==> config.mk <==
export PLATFORM = sky130hd
export DESIGN_NAME = lfsr_walker
export DESIGN_NICKNAME = d
export VERILOG_FILES = /design/src/rtl/lfsr_walker_pkg.sv /design/src/rtl/lfsr_next_step.sv /design/src/rtl/lfsr_seed_guard.sv /design/src/rtl/lfsr_wrap_detect.sv /design/src/rtl/lfsr_walker.sv
export SDC_FILE = /design/constraint.sdc
export NUM_CORES = 1
export LEC_CHECK = 0
export ABC_AREA = 1
export CORE_AREA = 2 2 39 41
export CTS_CLUSTER_SIZE = 12
export DETAILED_ROUTE_END_ITERATION = 16
export DIE_AREA = 0 0 41 43
export DONT_BUFFER_PORTS = 1
export PLACE_DENSITY_LB_ADDON = 0.05
export SETUP_SLACK_MARGIN = 0.02
export SYNTH_ARGS = -nofsm -noshare
export SYNTH_HDL_FRONTEND = slang
export SYNTH_SLANG_ARGS = --single-unit
==> constraint.sdc <==
create_clock -name clk -period 2.49 [get_ports clk]
set_clock_uncertainty 0.05 [all_clocks]
set_input_delay 0.498 -clock clk [delete_from_list [all_inputs] [get_ports clk]]
set_output_delay 0.498 -clock clk [all_outputs]
set_load 0.01 [all_outputs]
==> src/rtl/lfsr_walker_pkg.sv <==
package lfsr_walker_pkg;
  localparam int unsigned DEF_WIDTH = 4;
  localparam logic [DEF_WIDTH-1:0] DEF_TAPS  = 4'b0011;
  localparam logic [DEF_WIDTH-1:0] DEF_RESET = 4'b0001;
endpackage

==> src/rtl/lfsr_next_step.sv <==
module lfsr_next_step #(
  parameter int unsigned WIDTH = lfsr_walker_pkg::DEF_WIDTH,
  parameter logic [WIDTH-1:0] TAPS = lfsr_walker_pkg::DEF_TAPS
) (
  input  logic [WIDTH-1:0] cur,
  output logic [WIDTH-1:0] nxt
);
  localparam int unsigned TOP = WIDTH - 1;
  logic fb;
  assign fb = cur[TOP];

  for (genvar i = 0; i < WIDTH; i++) begin : g_bit
    if (i == 0) begin : g_low
      if (TAPS[i]) begin : g_tap
        assign nxt[i] = fb;
      end else begin : g_notap
        assign nxt[i] = 1'b0;
      end
    end else begin : g_up
      if (TAPS[i]) begin : g_tap
        assign nxt[i] = cur[i-1] ^ fb;
      end else begin : g_notap
        assign nxt[i] = cur[i-1];
      end
    end
  end
endmodule

==> src/rtl/lfsr_seed_guard.sv <==
module lfsr_seed_guard #(
  parameter int unsigned WIDTH = lfsr_walker_pkg::DEF_WIDTH
) (
  input  logic [WIDTH-1:0] raw,
  output logic [WIDTH-1:0] safe
);
  localparam logic [WIDTH-1:0] ONE = {{(WIDTH-1){1'b0}}, 1'b1};
  always_comb begin
    safe = raw;
    if (raw == '0) safe = ONE;
  end
endmodule

==> src/rtl/lfsr_wrap_detect.sv <==
module lfsr_wrap_detect #(
  parameter int unsigned WIDTH = lfsr_walker_pkg::DEF_WIDTH,
  parameter logic [WIDTH-1:0] RESET_SEED = lfsr_walker_pkg::DEF_RESET
) (
  input  logic             clk,
  input  logic             rst,
  input  logic             load_fire,
  input  logic [WIDTH-1:0] load_val,
  input  logic             step_fire,
  input  logic [WIDTH-1:0] step_val,
  input  logic [WIDTH-1:0] state_now,
  output logic             wrap_pulse
);
  logic [WIDTH-1:0] seed_q;

  always_ff @(posedge clk) begin
    if (rst) begin
      seed_q     <= RESET_SEED;
      wrap_pulse <= 1'b0;
    end else if (load_fire) begin
      seed_q     <= load_val;
      wrap_pulse <= 1'b0;
    end else if (step_fire) begin
      wrap_pulse <= (step_val == seed_q);
    end else begin
      wrap_pulse <= 1'b0;
    end
  end

  p_wrap_match_r8: assert property (@(posedge clk) disable iff (rst)
    wrap_pulse |-> (state_now == seed_q));
  p_wrap_single_r8: assert property (@(posedge clk) disable iff (rst)
    wrap_pulse |=> !wrap_pulse);
endmodule

==> src/rtl/lfsr_walker.sv <==
module lfsr_walker #(
  parameter int unsigned WIDTH = lfsr_walker_pkg::DEF_WIDTH,
  parameter logic [WIDTH-1:0] TAPS = lfsr_walker_pkg::DEF_TAPS,
  parameter logic [WIDTH-1:0] RESET_STATE = lfsr_walker_pkg::DEF_RESET
) (
  input  logic             clk,
  input  logic             rst,
  input  logic             step_en,
  input  logic             seed_load,
  input  logic [WIDTH-1:0] seed_value,
  output logic [WIDTH-1:0] state_q,
  output logic             period_done
);
  localparam int unsigned TOP = WIDTH - 1;
  localparam logic [WIDTH-1:0] ONE = {{(WIDTH-1){1'b0}}, 1'b1};
  localparam logic [WIDTH-1:0] RST_SAFE = (RESET_STATE == '0) ? ONE : RESET_STATE;

  logic [WIDTH-1:0] step_val;
  logic [WIDTH-1:0] seed_safe;
  logic             was_live;

  lfsr_next_step #(.WIDTH(WIDTH), .TAPS(TAPS)) u_step (
    .cur (state_q),
    .nxt (step_val)
  );

  lfsr_seed_guard #(.WIDTH(WIDTH)) u_guard (
    .raw  (seed_value),
    .safe (seed_safe)
  );

  lfsr_wrap_detect #(.WIDTH(WIDTH), .RESET_SEED(RST_SAFE)) u_wrap (
    .clk        (clk),
    .rst        (rst),
    .load_fire  (seed_load),
    .load_val   (seed_safe),
    .step_fire  (step_en),
    .step_val   (step_val),
    .state_now  (state_q),
    .wrap_pulse (period_done)
  );

  always_ff @(posedge clk) begin
    if (rst) begin
      state_q <= RST_SAFE;
    end else if (seed_load) begin
      state_q <= seed_safe;
    end else if (step_en) begin
      state_q <= step_val;
    end
  end

  always_ff @(posedge clk) begin
    if (rst) was_live <= 1'b0;
    else     was_live <= 1'b1;
  end

  p_nonzero_r9: assert property (@(posedge clk) disable iff (rst)
    was_live |-> (state_q != '0));
  p_load_r6: assert property (@(posedge clk) disable iff (rst)
    (was_live && $past(seed_load) && ($past(seed_value) != '0))
      |-> (state_q == $past(seed_value)));
  p_zero_seed_r7: assert property (@(posedge clk) disable iff (rst)
    (was_live && $past(seed_load) && ($past(seed_value) == '0))
      |-> (state_q == ONE));
  p_hold_r5: assert property (@(posedge clk) disable iff (rst)
    (was_live && !$past(seed_load) && !$past(step_en))
      |-> ($stable(state_q) && !period_done));
  p_shift_r2: assert property (@(posedge clk) disable iff (rst)
    (was_live && !$past(seed_load) && $past(step_en) && !$past(state_q[TOP]))
      |-> (state_q == ($past(state_q) << 1)));
  p_shift_tap_r2: assert property (@(posedge clk) disable iff (rst)
    (was_live && !$past(seed_load) && $past(step_en) && $past(state_q[TOP]))
      |-> (state_q == (($past(state_q) << 1) ^ TAPS)));
endmodule

==> summary.txt, run 1 <==
Clocking
  – # H-tree levels: 1
  – Max clock buf depth: 2
  – Clock Latency Late Sink: 260 ps
  – Clk root buf: clkbuf_4
  – Total CTS buffers: 3
  – Post-CTS Setup Inserts: 0
  – TritonCTS clock tree: yes
  – Reg clk slew, reported paths: 60 ps
  – CTS hold repair buffers: 0
  – Post_cts resized: 0
  – CTS Sinks: 9

Pwr
  – Lkg Pwr: 0.259 nW
  – Pwr dens: 633 nW/um^2
  – Overall power: 0.311 mW
  – Max VDD drop: 0.259 mV

Floorplanning
  – Die area: 1760 um^2
  – Core box area: 1380 um^2
  – IO Count: 13
  – Row cnt: 14
  – DIE HEIGHT: 43 um
  – Initial Util: 0.322
  – Die width: 41 um

Final layout
  – # fillers: 163
  – Most frequent cells in the layout: nand2_1 (30), inv_1 (13), dfxtp_1 (9), nor2_1 (6), nand3_1 (5)
  – Fraction of layout cells with a size suffix above 1: 0.0519
  – Most common cell after layout, fill and taps aside: nand2_1
  – Antenna fix cells: 0
  – Area growth from synthesis to layout: 10.4%
  – Design area: 492 um^2
  – Multi-input gate area: 213 um^2
  – Register area: 180 um^2
  – # nets final: 86

Placement
  – Port bufs: 0
  – Dpl hpwl: 758 um
  – Placement Cell Area: 465 um^2
  – GP Congestion: 0.718

Job
  – Maxcap violations: 0

Yosys
  – Post-Synthesis Cell Area: 445 um^2
  – Yosys cell types: 10
  – Syn nets: 81
  – YS warnings: 0
  – Mapped Cells: 73
  – Yosys reg bits: 9
  – Post-synthesis sequential area ratio: 0.404
  – Mean area per synthesized cell: 6.10 um^2

Route
  – Post-route ant nets: 0
  – DRT iter0 DRCs: 2
  – Routed wire per std cell: 10.2 um
  – # DRC: 0
  – Vias: 419
  – Pre-Repair DR Iteration Count: 3
  – Final WL: 946 um
  – Vias/cell: 4.51

Timing
  – Worst Tran Pin Value: 267 ps
  – Final Hold Slack: 244 ps
  – Setup TNS: 0 ps
  – Max-slew violations: 0
  – Finish-stage setup viols: 0
  – Fin crit period: 1280 ps
  – Fin. Hold Viols: 0
  – Slew headroom: 0.822
  – Tcrit/Tclk final: 0.514
  – Unrepaired setup endpoints after global routing: no
  – Peak Freq: 782 MHz

Global routing
  – Largest net degree at the start of global routing: 8
  – Antenna violations before repair: 0
  – GRT Total Usage: 0.150
  – Grt ovf: 0
  – Vias in the first global route: 408
  – First-pass GRT wire length: 1.68 mm

Worst setup path
  – Worst Setup Start Kind: flip-flop
  – Crit. End Element: output port
  – Worst Setup Path Type: reg2out
  – Data required, critical path: 1940 ps
  – Arr. time, crit path: 730 ps
  – Worst-path maximum fanout: 6

Min path
  – HP Class: in2reg

Status
  – Outcome: completed
stage by stage:
step | setup slack (ps) | util | std cells
floorplan | 1510 | - | 73
global placement | 1380 | 0.336 | 89
detailed placement | 1390 | 0.336 | 89
CTS | 1200 | 0.355 | 93
global route | 1150 | 0.355 | 93
finish | 1210 | 0.355 | 93
worst paths after layout:
check / startpoint / endpoint / slack, ps / cells after the start
setup / recovery: state_q[3]$_SDFFE_PP0P_ / state_q[3] / 1210 / 0
hold / removal: rst / u_wrap.seed_q[3]$_SDFFE_PP0P_ / 240 / 1
setup reg to reg: state_q[3]$_SDFFE_PP0P_ / u_wrap.wrap_pulse$_SDFF_PP0_ / 1490 / 6
hold reg to reg: u_wrap.seed_q[1]$_SDFFE_PP0P_ / u_wrap.seed_q[1]$_SDFFE_PP0P_ / 430 / 2
kinds of logic (layout without fill, tap and decap cells):
| family | after synthesis | after routing | synth area share |
|---|---|---|---|
| compound gates | 8 | 8 | 0.101 |
| simple gates | 42 | 42 | 0.376 |
| flops | 9 | 9 | 0.404 |
| buf+inv | 14 | 18 | 0.118 |
synth_stat cells (all sizes together):
library cell	number	area, um^2
nand3	5	25.0
nand3b	1	7.51
nor2	6	22.5
nand2	30	113
o21ai	2	10.0
inv	14	52.6
a21oi	4	20.0
dfxtp	9	180
a21boi	2	15.0
routing by layer:
| layer | wire, um | up-vias | GRT usage |
|---|---|---|---|
| li1 | - | 230 | - |
| met1 | 424 | 174 | 0.182 |
| met2 | 432 | 11 | 0.188 |
| met3 | 66 | 4 | 0.0785 |
| met4 | 23 | 0 | 0.120 |
| met5 | 0 | - | 0 |
sequential cells by signal (all words and copies together) (netlist names):
name,count
state_q,4
u_wrap.seed_q,4
u_wrap.wrap_pulse,1
report_power, final:
group / switching, mW / leakage (nW) / internal [mW]
logic: 0.0192 / 0.170 / 0.0142
registers: 0.0117 / 0.0743 / 0.153
clock network: 0.0518 / 0.0150 / 0.0618
total: 0.0826 / 0.259 / 0.229
final cells by class:
type	instances	share of cell area
sequential	9	0.366
multi-input combinational	50	0.433
inverter	14	0.107
tap	16	0.0407
clock buffer	4	0.0534
(Power assumes the default switching activity.)
==> run 2: changes to the inputs <==
--- a/config.mk
+++ b/config.mk
@@ -5,7 +5,7 @@
 export SDC_FILE = /design/constraint.sdc
 export NUM_CORES = 1
 export LEC_CHECK = 0
-export ABC_AREA = 1
+export ABC_AREA = 0
 export CORE_AREA = 2 2 39 41
 export CTS_CLUSTER_SIZE = 12
 export DETAILED_ROUTE_END_ITERATION = 16
==> constraint.sdc (replaced) <==
create_clock -name clk -period 1.3 [get_ports clk]
set_clock_uncertainty 0.05 [all_clocks]
set_input_delay 0.26 -clock clk [delete_from_list [all_inputs] [get_ports clk]]
set_output_delay 0.26 -clock clk [all_outputs]
set_load 0.01 [all_outputs]
==> summary.txt, run 2 <==
Timing
  – Unrepaired setup endpoints after global routing: no
  – Final Hold Slack: 4.11 ps (-240 ps)
  – Setup TNS: 0 ps (unchanged)
  – Fin. Hold Viols: 0 (unchanged)
  – Max-slew violations: 0 (unchanged)
  – PnR worst setup slack: 124 ps (-1090 ps)
  – Finish-stage setup viols: 0 (unchanged)
  – Tcrit/Tclk final: 0.905
  – Peak Freq: 850 MHz
  – Fin crit period: 1180 ps
  – Slew headroom: 0.822 (about the same)
  – Worst Tran Pin Value: 264 ps (-3.23 ps)

Global routing
  – Vias in the first global route: 308 (-25%)
  – First-pass GRT wire length: 1.39 mm (-17%)
  – Antenna violations before repair: 0 (unchanged)
  – Largest net degree at the start of global routing: 8 (unchanged)
  – Grt ovf: 0 (unchanged)
  – GRT Total Usage: 0.125 (-0.0255)

Worst setup path
  – WP depth: 3 (+3)
  – Setup crit start: state_q[3]$_SDFFE_PP0P_
  – Crit-path cells: xnor2_1 -> a211o_1 -> a21oi_2
  – Worst Setup Path Type: reg2reg
  – Crit. End Element: flip-flop
  – Crit-path slowest cell: dfxtp_1
  – Worst r2r src: state_q[3]$_SDFFE_PP0P_
  – RR Endpoint: state_q[1]$_SDFFE_PP0P_
  – CP Capture Point: state_q[1]$_SDFFE_PP0P_
  – Worst-path maximum fanout: 5 (-1)
  – Worst Setup Start Kind: flip-flop
  – Worst path max stage delay: 460 ps
  – Buf+Inv Stages, Crit Path: 0
  – Data required, critical path: 1450 ps (-490 ps)
  – FF-to-FF setup slack: 120 ps (-1370 ps)
  – Arr. time, crit path: 1330 ps (+600 ps)
  – R2R cell count: 3 (-3)
  – Top delay family on crit path: flip-flops

Floorplanning
  – IO Count: 13 (unchanged)
  – Die width: 41 um (unchanged)
  – DIE HEIGHT: 43 um (unchanged)
  – Die area: 1760 um^2 (unchanged)
  – Core box area: 1380 um^2 (unchanged)
  – Initial Util: 0.280 (-0.0416)
  – Row cnt: 14 (unchanged)

Yosys
  – Ys async rst share: 0 (unchanged)
  – YS warnings: 0 (unchanged)
  – Mapped Cells: 44 (-40%)
  – Post-synthesis sequential area ratio: 0.465 (+0.0600)
  – Syn nets: 52 (-36%)
  – Yosys reg bits: 9 (unchanged)
  – Mean area per synthesized cell: 8.82 um^2 (+44%)
  – Synth area leaders: dfxtp_1 (46%), nand2_1 (8.7%), a21oi_1 (7.7%), xnor2_1 (6.8%), xor2_1 (4.5%)
  – Area leader, netlist: dfxtp_1
  – Yosys cell types: 19 (+9)
  – Commonest cells post-synth: dfxtp_1 (9), nand2_1 (9), a21oi_1 (6)
  – Post-Synthesis Cell Area: 388 um^2 (-13%)
  – Top FF cell, synth: dfxtp_1
  – Post-synth top area share: 0.465 (+0.0600)
  – EDFF count, synth: 0 (unchanged)

Route
  – Max layer used: met4
  – DRT iter0 DRCs: 5 (+3)
  – DR WL met2: 366 um (-15%)
  – Met3 wire length: 52 um (-21%)
  – Final WL: 849 um (-10%)
  – DRT met1 WL: 408 um (-3.8%)
  – Vias: 313 (-25%)
  – Pre-Repair DR Iteration Count: 4 (+1)
  – Routed wire per std cell: 13.1 um (+28%)
  – Post-route ant nets: 0 (unchanged)
  – Vias/cell: 4.82 (+6.9%)
  – # DRC: 0 (unchanged)

Pwr
  – Max VDD drop: 0.440 mV (+70%)
  – Sw Pwr: 0.152 mW (+85%)
  – Overall power: 0.600 mW (+93%)
  – Pwr dens: 1320 nW/um^2 (+110%)
  – Pint: 0.447 mW (+95%)
  – Comb power frac: 0.113 (+0.006)
  – Share of power burned in registers: 0.518 (-0.010)
  – Lkg Pwr: 0.179 nW (-31%)
  – Clock Power Share: 0.369 (+0.004)
  – Sw Ratio: 0.254 (-0.0110)

Placement
  – GP Congestion: 0.733 (+2.1%)
  – Worst Setup Slack post-DPL: 137 ps (-1250 ps)
  – Port bufs: 0 (unchanged)

Final layout
  – Area growth from synthesis to layout: 16.8%
  – Final Util: 0.327 (-0.0280)
  – Most frequent cells in the layout: nand2_1 (9), dfxtp_1 (9), a21oi_1 (6), xnor2_1 (3), clkbuf_4 (3)
  – Antenna fix cells: 0 (unchanged)
  – Fraction of layout cells with a size suffix above 1: 0.122 (+0.0705)
  – Largest regs: state_q: 4 flops, u_wrap.seed_q: 4 flops, u_wrap.wrap_pulse: 1 flops
  – # nets final: 58 (-33%)

Job
  – Maxcap violations: 0 (unchanged)

Clocking
  – Max clock buf depth: 2 (unchanged)
  – Reg clk slew, reported paths: 60 ps (about the same)
  – Clock Latency Late Sink: 270 ps (about the same)
  – Post-CTS Setup Inserts: 0 (unchanged)
  – Post_cts resized: 0 (unchanged)
  – TritonCTS clock tree: yes
  – CTS hold repair buffers: 1 (+1)
  – Clk root buf: clkbuf_4
  – CTS Sinks: 9 (unchanged)
  – # H-tree levels: 1 (unchanged)
  – Total CTS buffers: 3 (unchanged)

Min path
  – HP Class: in2reg

Status
  – Outcome: completed
## run 2: cell types whose count changed after synthesis, sizes merged, moves of 3 or more
cell,delta
nor2,-5
nand2,-21
xnor2,+3
a21oi,+3
nand3,-5
inv,-12
## run 2: through the flow
stage,cell area [um^2],instances
after detailed placement,407,59
after global routing,453,65
after CTS,443,64
final,453,65
after floorplan,388,44
after global placement,407,59
## run 2: how the worst min path moves through the flow
stage,start,endpoint,slack (ps),depth (start not counted)
floorplan,seed_load,state_q[0]$_SDFFE_PP1P_,340,1
global placement,rst,state_q[1]$_SDFFE_PP0P_,270,1
detailed placement,rst,state_q[1]$_SDFFE_PP0P_,280,1
CTS,rst,state_q[3]$_SDFFE_PP0P_,1,1
global route,rst,state_q[3]$_SDFFE_PP0P_,6,1
finish,rst,state_q[3]$_SDFFE_PP0P_,4,1
## run 2: power by group through the flow
stage	Combinational, mW	Sequential [mW]	Clock (mW)
detailed placement	0.0616	0.317	0
global placement	0.0618	0.317	0
CTS	0.0657	0.311	0.227
floorplan	0.0541	0.315	0
global route	0.0765	0.314	0.237
finish	0.0676	0.311	0.221
## run 2: worst register-to-register path, cell delays in order, from the launching register on
cell and delay, ps:
dfxtp_1 460, xnor2_1 150, a211o_1 320, a21oi_2 120
## run 2: cell type report
type | count | area [um^2]
Sequential cell | 9 | 180
Inverter | 2 | 7.51
Timing Repair Buffer | 3 | 27.5
Clock buffer | 4 | 26.3
Fill cell | 156 | 931
Tap cell | 16 | 20.0
Multi-Input combinational cell | 31 | 191
## run 2: cell families (layout without fill, tap and decap cells)
kind of cell    Yosys count  count (layout)  synth area share
simple gates             13              13             0.142
compound gates           10              10             0.155
flops                     9               9             0.465
xor+xnor                  5               5             0.113
buf+inv                   4               9            0.0419
mux                       3               3            0.0839
## run 2: layer usage
| metal | up-vias | global-route usage |
|---|---|---|
| li1 | 159 | - |
| met1 | 139 | 0.172 |
| met2 | 11 | 0.141 |
| met3 | 4 | 0.0419 |
| met4 | 0 | 0.120 |
| met5 | - | 0 |
==> run 3: changes to the inputs <==
--- a/config.mk
+++ b/config.mk
@@ -12,6 +12,7 @@
 export DIE_AREA = 0 0 41 43
 export DONT_BUFFER_PORTS = 1
 export PLACE_DENSITY_LB_ADDON = 0.05
+export RECOVER_POWER = 100
 export SETUP_SLACK_MARGIN = 0.02
 export SYNTH_ARGS = -nofsm -noshare
 export SYNTH_HDL_FRONTEND = slang
==> summary.txt, run 3 (synthesis gave the netlist of run 2 again) <==
Floorplanning
  – Core box area: 1380 um^2 (unchanged)
  – IO Count: 13 (unchanged)
  – DIE HEIGHT: 43 um (unchanged)
  – Row cnt: 14 (unchanged)
  – Initial Util: 0.280 (unchanged)
  – Die width: 41 um (unchanged)
  – Die area: 1760 um^2 (unchanged)

Worst setup path
  – R2R cell count: 3 (unchanged)
  – Worst-path maximum fanout: 5 (unchanged)
  – Data required, critical path: 1450 ps (about the same)
  – Buf+Inv Stages, Crit Path: 0 (unchanged)
  – Arr. time, crit path: 1330 ps (about the same)
  – Crit-path slowest cell: dfxtp_1
  – Crit-path cells: xnor2_1 -> a211o_1 -> a21oi_2
  – Worst Setup Start Kind: flip-flop
  – Crit. End Element: flip-flop
  – Top delay family on crit path: flip-flops
  – Worst Setup Path Type: reg2reg
  – Worst path max stage delay: 460 ps (about the same)
  – WP depth: 3 (unchanged)

Global routing
  – Largest net degree at the start of global routing: 8 (unchanged)
  – Vias in the first global route: 308 (unchanged)
  – GRT Total Usage: 0.125 (unchanged)
  – Antenna violations before repair: 0 (unchanged)
  – First-pass GRT wire length: 1.39 mm (unchanged)
  – Grt ovf: 0 (unchanged)

Timing
  – Worst Tran Pin Value: 264 ps (+0.283 ps)
  – Tcrit/Tclk final: 0.904 (about the same)
  – Fin crit period: 1180 ps (-0.177 ps)
  – Slew headroom: 0.822 (about the same)
  – Unrepaired setup endpoints after global routing: no
  – Setup TNS: 0 ps (unchanged)
  – Peak Freq: 850 MHz (about the same)
  – Max-slew violations: 0 (unchanged)
  – Fin. Hold Viols: 0 (unchanged)
  – Finish-stage setup viols: 0 (unchanged)

Final layout
  – Register area: 180 um^2 (unchanged)
  – Largest regs: state_q: 4 flops, u_wrap.seed_q: 4 flops, u_wrap.wrap_pulse: 1 flops
  – Area growth from synthesis to layout: 15.8%
  – # nets final: 58 (unchanged)
  – Most frequent cells in the layout: nand2_1 (9), dfxtp_1 (9), a21oi_1 (6), xnor2_1 (3), clkbuf_4 (3)
  – Non-Filler Instances: 65 (unchanged)
  – Fraction of layout cells with a size suffix above 1: 0.102 (-0.0204)
  – Antenna fix cells: 0 (unchanged)
  – Multi-input gate area: 191 um^2 (unchanged)
  – # fillers: 158 (+1.3%)

Pwr
  – Clock Power Share: 0.371 (+0.002)
  – Share of power burned in registers: 0.519 (about the same)
  – Pwr dens: 1330 nW/um^2 (+0.52%)
  – Comb power frac: 0.109 (-0.004)
  – Sw Ratio: 0.255 (+0.000975)
  – Sw Pwr: 0.153 mW (about the same)
  – Pint: 0.445 mW (-0.45%)
  – Max VDD drop: 0.440 mV (about the same)
  – Lkg Pwr: 0.176 nW (-1.9%)

Clocking
  – Max clock buf depth: 2 (unchanged)
  – TritonCTS clock tree: yes
  – CTS Sinks: 9 (unchanged)
  – # H-tree levels: 1 (unchanged)
  – Reg clk slew, reported paths: 60 ps (about the same)
  – Clk root buf: clkbuf_4
  – Clock Latency Late Sink: 270 ps (about the same)
  – Total CTS buffers: 3 (unchanged)
  – Post-CTS Setup Inserts: 0 (unchanged)

Route
  – Vias/cell: 4.91 (+1.9%)
  – DRT iter0 DRCs: 9 (+4)
  – Final WL: 843 um (-0.71%)
  – Post-route ant nets: 0 (unchanged)
  – Routed wire per std cell: 13.0 um (-0.71%)
  – Pre-Repair DR Iteration Count: 4 (unchanged)
  – # DRC: 0 (unchanged)
  – Vias: 319 (+1.9%)

Placement
  – Port bufs: 0 (unchanged)
  – GP Congestion: 0.733 (unchanged)
  – Placed cells: 59 (unchanged)

Job
  – Maxcap violations: 0 (unchanged)

Min path
  – HP Class: in2reg
  – Hold path cells: 1 (unchanged)

Status
  – Outcome: completed
-- run 3: cell types whose count changed in the layout (fill, tap and decap cells not counted) --
cell / change
clkbuf_1: +1
buf_4: -1
-- run 3: cell type report --
| class | instances | area share |
|---|---|---|
| clock buffers | 4 | 0.0585 |
| inverters | 2 | 0.0167 |
| multi-input cells | 31 | 0.426 |
| flip-flops and latches | 9 | 0.401 |
| well taps | 16 | 0.0446 |
| repair buffers | 3 | 0.0529 |
-- run 3: routing by layer --
metal  wire (um)  global-route usage  vias up
li1            -                   -      158
met1         380               0.172      141
met2         362               0.141       16
met3          76              0.0419        4
met4          23               0.120        0
met5           0                   0        -
-- run 3: per-stage QoR --
stage / utilization / area [um^2] / power, mW / setup WS (ps) / hold WS [ps]
after global routing: 0.325 / 449 / 0.625 / 33.5 / 6.46
after floorplan: - / 388 / 0.369 / 207 / 340
after detailed placement: 0.294 / 407 / 0.379 / 137 / 276
final: 0.325 / 449 / 0.598 / 124 / 3.62
after CTS: 0.320 / 443 / 0.604 / 125 / 1.38
after global placement: 0.294 / 407 / 0.379 / 161 / 274
-- run 3: power groups by stage --
| stage | logic, mW | clock network, mW | registers [mW] |
|---|---|---|---|
| final | 0.0654 | 0.222 | 0.311 |
| after global routing | 0.0744 | 0.237 | 0.314 |
| after CTS | 0.0657 | 0.227 | 0.311 |
| after detailed placement | 0.0616 | 0 | 0.317 |
| after global placement | 0.0618 | 0 | 0.317 |
| after floorplan | 0.0541 | 0 | 0.315 |
-- run 3: worst paths after layout --
check	from	to	slack, ps
setup / recovery	state_q[3]$_SDFFE_PP0P_	state_q[1]$_SDFFE_PP0P_	120
hold / removal	rst	state_q[3]$_SDFFE_PP0P_	4
setup reg to reg	state_q[3]$_SDFFE_PP0P_	state_q[1]$_SDFFE_PP0P_	120
hold reg to reg	u_wrap.seed_q[3]$_SDFFE_PP0P_	u_wrap.seed_q[3]$_SDFFE_PP0P_	430
-- run 3: timing repair --
item / CTS / global route
hold buffers: 1 / 1
hold endpoints to repair: 3 / 1
resized for setup: 0 / 0
